[src/rtl/attn_seq_pkg.sv]
package attn_seq_pkg;
  localparam int KIND_W = 4;
  localparam int DEV_W  = 3;
  localparam int IRQ_W  = 4;

  typedef enum logic [2:0] {
    S_IDLE,
    S_MASK,
    S_POLL,
    S_ATTN,
    S_UNMASK
  } seq_st_t;

  localparam logic [1:0] REG_CTRL = 2'd0;
  localparam logic [1:0] REG_STAT = 2'd1;
  localparam logic [1:0] REG_ATTN = 2'd2;

  // Attention byte: device in the top three bits, kind in the low nibble.
  function automatic logic [7:0] pack_attn(input logic [KIND_W-1:0] kind,
                                           input logic [DEV_W-1:0] dev);
    return {dev, 1'b0, kind};
  endfunction

  // Control byte with only the interrupt-enable bit optionally set.
  function automatic logic [7:0] ctrl_word(input logic ien, input int ien_bit);
    logic [7:0] w;
    w = '0;
    w[ien_bit[2:0]] = ien;
    return w;
  endfunction
endpackage

[src/rtl/attn_poll_ctr.sv]
module attn_poll_ctr #(
  parameter int MAX_TRIES = 10000,
  localparam int CW = $clog2(MAX_TRIES + 1)
) (
  input  logic          clk,
  input  logic          rst_n,
  input  logic          clr_i,
  input  logic          inc_i,
  output logic          last_o,
  output logic [CW-1:0] cnt_o
);
  localparam logic [CW-1:0] LAST = CW'(MAX_TRIES - 1);

  always_ff @(posedge clk) begin
    if (!rst_n)      cnt_o <= '0;
    else if (clr_i)  cnt_o <= '0;
    else if (inc_i)  cnt_o <= cnt_o + 1'b1;
  end

  assign last_o = (cnt_o == LAST);

  p_cnt_bound_r5: assert property (@(posedge clk) disable iff (!rst_n)
    cnt_o <= LAST);
  p_cnt_restart_r9: assert property (@(posedge clk) disable iff (!rst_n)
    clr_i |=> cnt_o == '0);
endmodule

[src/rtl/attn_seq_fsm.sv]
module attn_seq_fsm
  import attn_seq_pkg::*;
(
  input  logic    clk,
  input  logic    rst_n,
  input  logic    start_i,
  input  logic    skip_i,
  input  logic    busy_seen_i,
  input  logic    last_i,
  output seq_st_t st_o,
  output logic    accept_o,
  output logic    clr_o,
  output logic    inc_o,
  output logic    fin_o,
  output logic    tmo_fin_o
);
  seq_st_t st_d;

  always_comb begin
    st_d      = st_o;
    accept_o  = 1'b0;
    clr_o     = 1'b0;
    inc_o     = 1'b0;
    fin_o     = 1'b0;
    tmo_fin_o = 1'b0;
    unique case (st_o)
      S_IDLE: if (start_i) begin
        st_d     = S_MASK;
        accept_o = 1'b1;
        clr_o    = 1'b1;
      end
      S_MASK: st_d = skip_i ? S_ATTN : S_POLL;
      S_POLL: begin
        if (!busy_seen_i) st_d = S_ATTN;
        else if (last_i) begin
          st_d      = S_IDLE;
          tmo_fin_o = 1'b1;
        end else inc_o = 1'b1;
      end
      S_ATTN: st_d = S_UNMASK;
      S_UNMASK: begin
        st_d  = S_IDLE;
        fin_o = 1'b1;
      end
      default: st_d = S_IDLE;
    endcase
  end

  always_ff @(posedge clk) begin
    if (!rst_n) st_o <= S_IDLE;
    else        st_o <= st_d;
  end

  p_skip_poll_r4: assert property (@(posedge clk) disable iff (!rst_n)
    (st_o == S_MASK && skip_i) |=> st_o == S_ATTN);
  p_poll_clear_r3: assert property (@(posedge clk) disable iff (!rst_n)
    (st_o == S_POLL && !busy_seen_i) |=> st_o == S_ATTN);
  p_tmo_abort_r5: assert property (@(posedge clk) disable iff (!rst_n)
    tmo_fin_o |=> st_o == S_IDLE);
  p_start_ignored_r8: assert property (@(posedge clk) disable iff (!rst_n)
    (st_o != S_IDLE && start_i) |-> !accept_o);
endmodule

[src/rtl/attn_bus_drv.sv]
module attn_bus_drv
  import attn_seq_pkg::*;
#(
  parameter int IEN_BIT = 0
) (
  input  seq_st_t    st_i,
  input  logic [7:0] attn_byte_i,
  output logic       en_o,
  output logic       we_o,
  output logic [1:0] addr_o,
  output logic [7:0] wdata_o
);
  always_comb begin
    en_o    = 1'b1;
    we_o    = 1'b1;
    addr_o  = REG_CTRL;
    wdata_o = '0;
    unique case (st_i)
      S_MASK:   wdata_o = ctrl_word(1'b0, IEN_BIT);
      S_POLL: begin
        we_o   = 1'b0;
        addr_o = REG_STAT;
      end
      S_ATTN: begin
        addr_o  = REG_ATTN;
        wdata_o = attn_byte_i;
      end
      S_UNMASK: wdata_o = ctrl_word(1'b1, IEN_BIT);
      default: begin
        en_o = 1'b0;
        we_o = 1'b0;
      end
    endcase
  end
endmodule

[src/rtl/attn_sequencer.sv]
module attn_sequencer
  import attn_seq_pkg::*;
#(
  parameter int              MAX_TRIES   = 10000,
  parameter int              BUSY_BIT    = 0,
  parameter int              IEN_BIT     = 0,
  parameter logic [IRQ_W-1:0] RST_DONE_ID = 4'hA
) (
  input  logic              clk,
  input  logic              rst_n,
  input  logic              start_i,
  input  logic [KIND_W-1:0] kind_i,
  input  logic [DEV_W-1:0]  dev_i,
  input  logic [IRQ_W-1:0]  irq_id_i,
  output logic              busy_o,
  output logic              done_o,
  output logic              tmo_o,
  output logic              bus_en_o,
  output logic              bus_we_o,
  output logic [1:0]        bus_addr_o,
  output logic [7:0]        bus_wdata_o,
  input  logic [7:0]        bus_rdata_i
);
  localparam int CW = $clog2(MAX_TRIES + 1);

  seq_st_t           st;
  logic              accept, clr, inc, fin, tmo_fin, last, busy_seen, skip;
  logic [CW-1:0]     cnt;
  logic [KIND_W-1:0] kind_q;
  logic [DEV_W-1:0]  dev_q;
  logic [IRQ_W-1:0]  irq_q;

  always_ff @(posedge clk) begin
    if (!rst_n) begin
      kind_q <= '0;
      dev_q  <= '0;
      irq_q  <= '0;
    end else if (accept) begin
      kind_q <= kind_i;
      dev_q  <= dev_i;
      irq_q  <= irq_id_i;
    end
  end

  assign skip      = (irq_q == RST_DONE_ID);
  assign busy_seen = bus_rdata_i[BUSY_BIT];

  attn_seq_fsm u_fsm (
    .clk(clk), .rst_n(rst_n), .start_i(start_i), .skip_i(skip),
    .busy_seen_i(busy_seen), .last_i(last), .st_o(st), .accept_o(accept),
    .clr_o(clr), .inc_o(inc), .fin_o(fin), .tmo_fin_o(tmo_fin)
  );

  attn_poll_ctr #(.MAX_TRIES(MAX_TRIES)) u_ctr (
    .clk(clk), .rst_n(rst_n), .clr_i(clr), .inc_i(inc),
    .last_o(last), .cnt_o(cnt)
  );

  attn_bus_drv #(.IEN_BIT(IEN_BIT)) u_bus (
    .st_i(st), .attn_byte_i(pack_attn(kind_q, dev_q)),
    .en_o(bus_en_o), .we_o(bus_we_o), .addr_o(bus_addr_o),
    .wdata_o(bus_wdata_o)
  );

  always_ff @(posedge clk) begin
    if (!rst_n) begin
      done_o <= 1'b0;
      tmo_o  <= 1'b0;
    end else begin
      done_o <= fin | tmo_fin;
      tmo_o  <= tmo_fin;
    end
  end

  assign busy_o = (st != S_IDLE);

  p_idle_reset_r1: assert property (@(posedge clk) disable iff (!rst_n)
    !busy_o |-> !bus_en_o);
  p_mask_first_r2: assert property (@(posedge clk) disable iff (!rst_n)
    $rose(busy_o) |-> (bus_en_o && bus_we_o && bus_addr_o == REG_CTRL
                       && bus_wdata_o == 8'h00));
  p_attn_byte_r6: assert property (@(posedge clk) disable iff (!rst_n)
    (bus_en_o && bus_we_o && bus_addr_o == REG_ATTN)
      |-> (bus_wdata_o[4] == 1'b0 && bus_wdata_o[7:5] == dev_q));
  p_unmask_after_attn_r7: assert property (@(posedge clk) disable iff (!rst_n)
    (bus_en_o && bus_we_o && bus_addr_o == REG_ATTN)
      |=> (bus_en_o && bus_we_o && bus_addr_o == REG_CTRL
           && bus_wdata_o == ctrl_word(1'b1, IEN_BIT)));
  p_tmo_with_done_r5: assert property (@(posedge clk) disable iff (!rst_n)
    tmo_o |-> done_o);
  p_fields_hold_r8: assert property (@(posedge clk) disable iff (!rst_n)
    (busy_o && start_i) |=> ($stable(dev_q) && $stable(kind_q)));
  p_done_idle_r8: assert property (@(posedge clk) disable iff (!rst_n)
    done_o |-> !busy_o);
  p_cnt_clear_r9: assert property (@(posedge clk) disable iff (!rst_n)
    (st == S_MASK) |-> cnt == '0);
endmodule

[config.mk]
export PLATFORM = sky130hd
export DESIGN_NAME = attn_sequencer
export DESIGN_NICKNAME = d
export VERILOG_FILES = /design/src/rtl/attn_seq_pkg.sv /design/src/rtl/attn_poll_ctr.sv /design/src/rtl/attn_seq_fsm.sv /design/src/rtl/attn_bus_drv.sv /design/src/rtl/attn_sequencer.sv
export SDC_FILE = /design/constraint.sdc
export NUM_CORES = 1
export LEC_CHECK = 0
export ABC_AREA = 1
export BUFFER_PORTS_ARGS = -buffer_cell sky130_fd_sc_hd__buf_2
export CORE_UTILIZATION = 48
export DETAILED_ROUTE_END_ITERATION = 10
export GPL_ROUTABILITY_DRIVEN = 0
export HOLD_SLACK_MARGIN = 0.08
export PLACE_DENSITY = 0.75
export RECOVER_POWER = 100
export SLEW_MARGIN = 20
export SYNTH_ARGS = -nofsm -noshare
export SYNTH_HDL_FRONTEND = slang
export SYNTH_SLANG_ARGS = --single-unit
[constraint.sdc]
create_clock -name clk -period 1.5 [get_ports clk]
set_input_delay 0.225 -clock clk [delete_from_list [all_inputs] [get_ports clk]]
set_output_delay 0.225 -clock clk [all_outputs]
set_load 0.01 [all_outputs]
After elaboration in Yosys (flattened, before gate mapping) --
Index checks and enable logic that the tools add are counted.
Operators by class: add/sub/neg operators 1, equality and inequality tests 8, muxes and demuxes 18, bitwise logic cells 2, reductions and logical operators 6
Operators by type and width (count):
- $pmux W8 S2 | 1
- $add A14 B1 Y14 const B | 1
- $eq A14 B14 Y1 const B | 1
- $mux W1 | 12
- $pmux W3 S4 | 1
- $mux W3 | 3
- $eq A3 B2 Y1 const B | 2
- $eq A4 B4 Y1 const B | 1
- $pmux W2 S2 | 1
- $reduce_or A4 Y1 | 1
- $eq A3 B1 Y1 const B | 1
- $eq A3 B3 Y1 const B | 1
- $logic_not A3 Y1 | 1
- $ne A3 B3 Y1 const B | 1
- $reduce_bool A3 Y1 | 1
- $reduce_or A3 Y1 | 1
- $ne A2 B2 Y1 const B | 1
- $reduce_and A2 Y1 | 1
- $reduce_or A2 Y1 | 1
- $not A1 Y1 | 1
- $or A1 B1 Y1 | 1
Storage, ports and cells: flip-flop bits (word level) 30, input bits 22, output and inout bits 15, word-level logic and storage cells 42

Logic depth before layout (Yosys ltp) --
depth in word-level cells 5, mapped depth 10, depth with buffers taken out 9

By module --
A second synthesis with hierarchy kept.
Unflattened totals: cells, all modules 251, area, all modules 1614.0 µm²
By module, submodules not included:
- attn_poll_ctr | instances 1, cells each 112, area each 768.2 µm², seq. area each 280.3 µm²
- attn_sequencer | instances 1, cells each 81, area each 535.5 µm², seq. area each 260.2 µm²
- attn_seq_fsm | instances 1, cells each 31, area each 190.2 µm², seq. area each 60.1 µm²
- attn_bus_drv | instances 1, cells each 27, area each 120.1 µm², seq. area each 0.0 µm²

Least setup slack after synthesis --
No wires, ideal clock.
path kind register to register, start point register u_ctr.cnt_o[0], end point register u_ctr.cnt_o[5], setup time 124 ps, arrival 1392 ps, required time 1376 ps, slack -16 ps, cell stages (with the launch flop) 10, buffers on the path 1, clock period less this slack 1516 ps, cells stage by stage dfxtp_1 > ha_1 > nand2_2 > nor2_4 > nand3_1 > nor2_1 > nor2_2 > buf_4 > nand2_1 > a21oi_2
Between the ends: cells in the longest elaborated chain, start to end 4, elaborated cells on any way between the ends 5, classes of those cells 1 x add/sub; 1 x eq/ne; 3 x mux
Ends and longest elaborated chain:
- start, declared | RTL line attn_poll_ctr.sv:10 | output logic [CW-1:0] cnt_o
- start signal, assigned | RTL line attn_poll_ctr.sv:17 | else if (inc_i) cnt_o <= cnt_o + 1'b1;
- parallel branches: the longest is 4 deep, another holds $add A14 B1 Y14
Several ways; the timed one is not identified. A chain may end at the register's enable or synchronous reset.

Worst setup path in the final report --
start point register u_fsm.st_o[2], end point output port bus_wdata_o[0]
Between the ends: cells in the longest elaborated chain, start to end 2, elaborated cells on any way between the ends 3, classes of those cells 2 x eq/ne; 1 x mux
Ends and longest elaborated chain:
- start, declared | RTL line attn_seq_fsm.sv:10 | output seq_st_t st_o,
- start signal, assigned | RTL line attn_seq_fsm.sv:51 | else st_o <= st_d;
- $eq A3 B3 Y1 / $eq A3 B2 Y1 (equally long branches) | RTL line attn_bus_drv.sv:18 | unique case (st_i)
- $pmux W8 S2 (*) | RTL line attn_bus_drv.sv:18
- end, declared | RTL line attn_sequencer.sv:21 | output logic [7:0] bus_wdata_o,
Every way passes the cells marked *; elsewhere a longest branch is shown, timed or not.

==> results.cfg <==
[sta]
slew_violations = 0
setup_viol = 0
finalCritPeriodShare = 0.9923
fin_worst_skew_ns = 0.01471
rsz0062_at_grt = yes
fmaxAchievable_ghz = 0.6718
finalWorstSetupSlack_ns = 0.01153
min_period_ns = 1.488
hold_viol_final = 0

[flow_run]
drv_cap = 0

[synth]
seq_area_frac_synth = 0.3712
ys_ff_latch = 30
avgSynthCellArea_um2 = 6.943
synthFlopType = dfxtp_1
synthArstFlopShare = 0
synth_top_area_frac = 0.3712
synth_area_leaders = dfxtp_1, nand2_1, nor2_1, inv_1, a21oi_1
synth_top_cell_by_area = dfxtp_1
syn_area_um2 = 1618
synthCells = 233
synth_cell_types = 28
netlist_top_cells_count = nand2_1, dfxtp_1, nor2_1
synth.most_common_cell = nand2_1
synth-edff-count = 0
synth_warnings = 0
syn_nets = 256

[routing]
drtPass1Iterations = 5
ant_nets = 0
vias = 1598
wl_per_cell_um = 11.44
routed_via_density = 4.872
first_iter_violations = 75
drc = 0
totalWireLength_um = 3751

[place]
pre_cts_ws_ns = -0.08661
dp_hpwl_um = 2424
placed_cells = 314
placed_area_um2 = 1884
portBuffers = 28

[floorplan]
die_w_um = 60.06
core_area_um2 = 3128
dieArea_um2 = 3607
rows = 20
die_h_um = 60.06
io_pins = 37
start_util = 0.5172

[global_routing]
grt_pass1_vias = 1354
grt_max_degree = 23
grt_first_pass_wirelength_um = 5747
antenna_found_initial = 0
grt-ovfl-total = 0
grt_usage = 0.2163

[cells_and_area]
instances_no_fill = 328
n_antenna_cell = 0
finalNetCount = 306
fin_area_um2 = 2102
drive_above_1_share = 0.3592
syn_to_final_growth_pct = 29.93
fin_util = 0.6720

[cts]
cts_sinks = 30
clkLatencyLatePin_ns = 0.34
numCtsBuffers = 5
htreeDepth = 2
cts_tree = built
clockRootBuffer = clkbuf_4
cts.path.max_buffers = 2
clkSlewWorstSetupHoldPaths_ns = 0.10

[setup_path]
startpoint_type = flip-flop
required_ns = 1.27
crit_buf_inv = 3
cp-end-kind = output port
criticalPathCategory = flip-flop to output port
path_max_fanout = 8
arrival_ns = 1.26
crit_family = flip-flops
crit_chain = inv_2 -> nand2_4 -> nor2_4 -> inv_4 -> o21ai_1 -> buf_2
crit_path_max_incr_delay_ns = 0.34
slowest_stage = dfxtp_2

[power_and_ir_drop]
p_per_area_nw_per_um2 = 941.4
leakage_nw = 0.8386
vdd_drop_max_v = 0.0007810

[worst_hold_path]
hold_path_class = primary input to flip-flop

[status]
status = finished clean
power by group:
part | switching, mW | total, mW | internal (mW)
clock | 0.283 | 0.510 | 0.227
combinational | 0.325 | 0.544 | 0.218
sequential | 0.0466 | 0.926 | 0.879
sequential cells by signal, indices dropped and copies added (netlist names):
name,count
irq_q,4
dev_q,3
kind_q,4
u_ctr.cnt_o,14
tmo_o,1
done_o,1
u_fsm.st_o,3
worst register-to-register path, cell delays in order (launching register included):
cell	delay (ns)
dfxtp_4	0.39
inv_4	0.05
nor3_4	0.20
nand2_1	0.14
inv_1	0.20
nand2_8	0.15
nand2_1	0.10
a21oi_1	0.07
cell usage in the layout (no fill, tap or decap), types with 9 or more instances in the layout:
cell and count:
nand2_1 51, buf_2 27, dfxtp_1 25, inv_1 24
nor2_1 24, buf_4 21, a21oi_1 16, nand2_2 12
nand3_1 11, o21ai_0 11, a21oi_2 9
path summary, 6_finish.rpt:
kind / slack, ns / end / start / cells past startpoint
max: 0.01 / bus_wdata_o[0] / u_fsm.st_o[2] / 6
min: 0.16 / kind_q[1] / kind_i[1] / 3
max reg2reg: 0.07 / u_ctr.cnt_o[1] / u_fsm.st_o[1] / 7
min reg2reg: 0.45 / irq_q[2] / irq_q[2] / 2
cells by family (layout without fill, tap and decap cells):
kind of cell,count (synthesis),after routing,share of synthesized area
AO/OA/AOI/OAI,39,39,0.1431
XOR/XNOR,7,7,0.03790
adder cells (fa/ha/maj),1,1,0.007733
buffers and inverters,35,86,0.09667
flip-flops,30,30,0.3712
other,1,1,0.002318
AND/OR/NAND/NOR,120,120,0.3411
through the flow:
stage	TNS, ns	power (mW)	hold WS (ns)
6_report	0	1.979	0.1650
5_1_grt	-0.2788	2.097	0.1763
4_1_cts	-0.009456	1.882	0.1635
3_5_place_dp	-1.033	1.353	0.4381
3_3_place_gp	-0.6488	1.350	0.4324
2_1_floorplan	0	1.237	0.3634
layer usage:
layer,global-route usage,up-vias,wire length [µm]
met5,0,-,0
met4,0.05980,0,62
met3,0.07143,9,166
met2,0.3460,34,1761
met1,0.2767,714,1760
li1,-,841,-
final cells by class:
cell class / count / area [µm²]
Timing Repair Buffer: 50 / 337.8
Clock buffer: 7 / 55.05
Sequential cell: 30 / 611.8
Tap cell: 44 / 55.05
Inverter: 28 / 110.1
Multi-Input combinational cell: 168 / 927.1
Clock inverter: 1 / 5.005
Fill cell: 273 / 1026
what timing repair did:
item,CTS,global route
buffers inserted,1,4
endpoints found under the setup margin,22,24
hold buffers,0,0
resized for setup,11,17
gates cloned,0,1
pin swaps,1,6
Note: power is estimated with default switching activity, not from simulation.
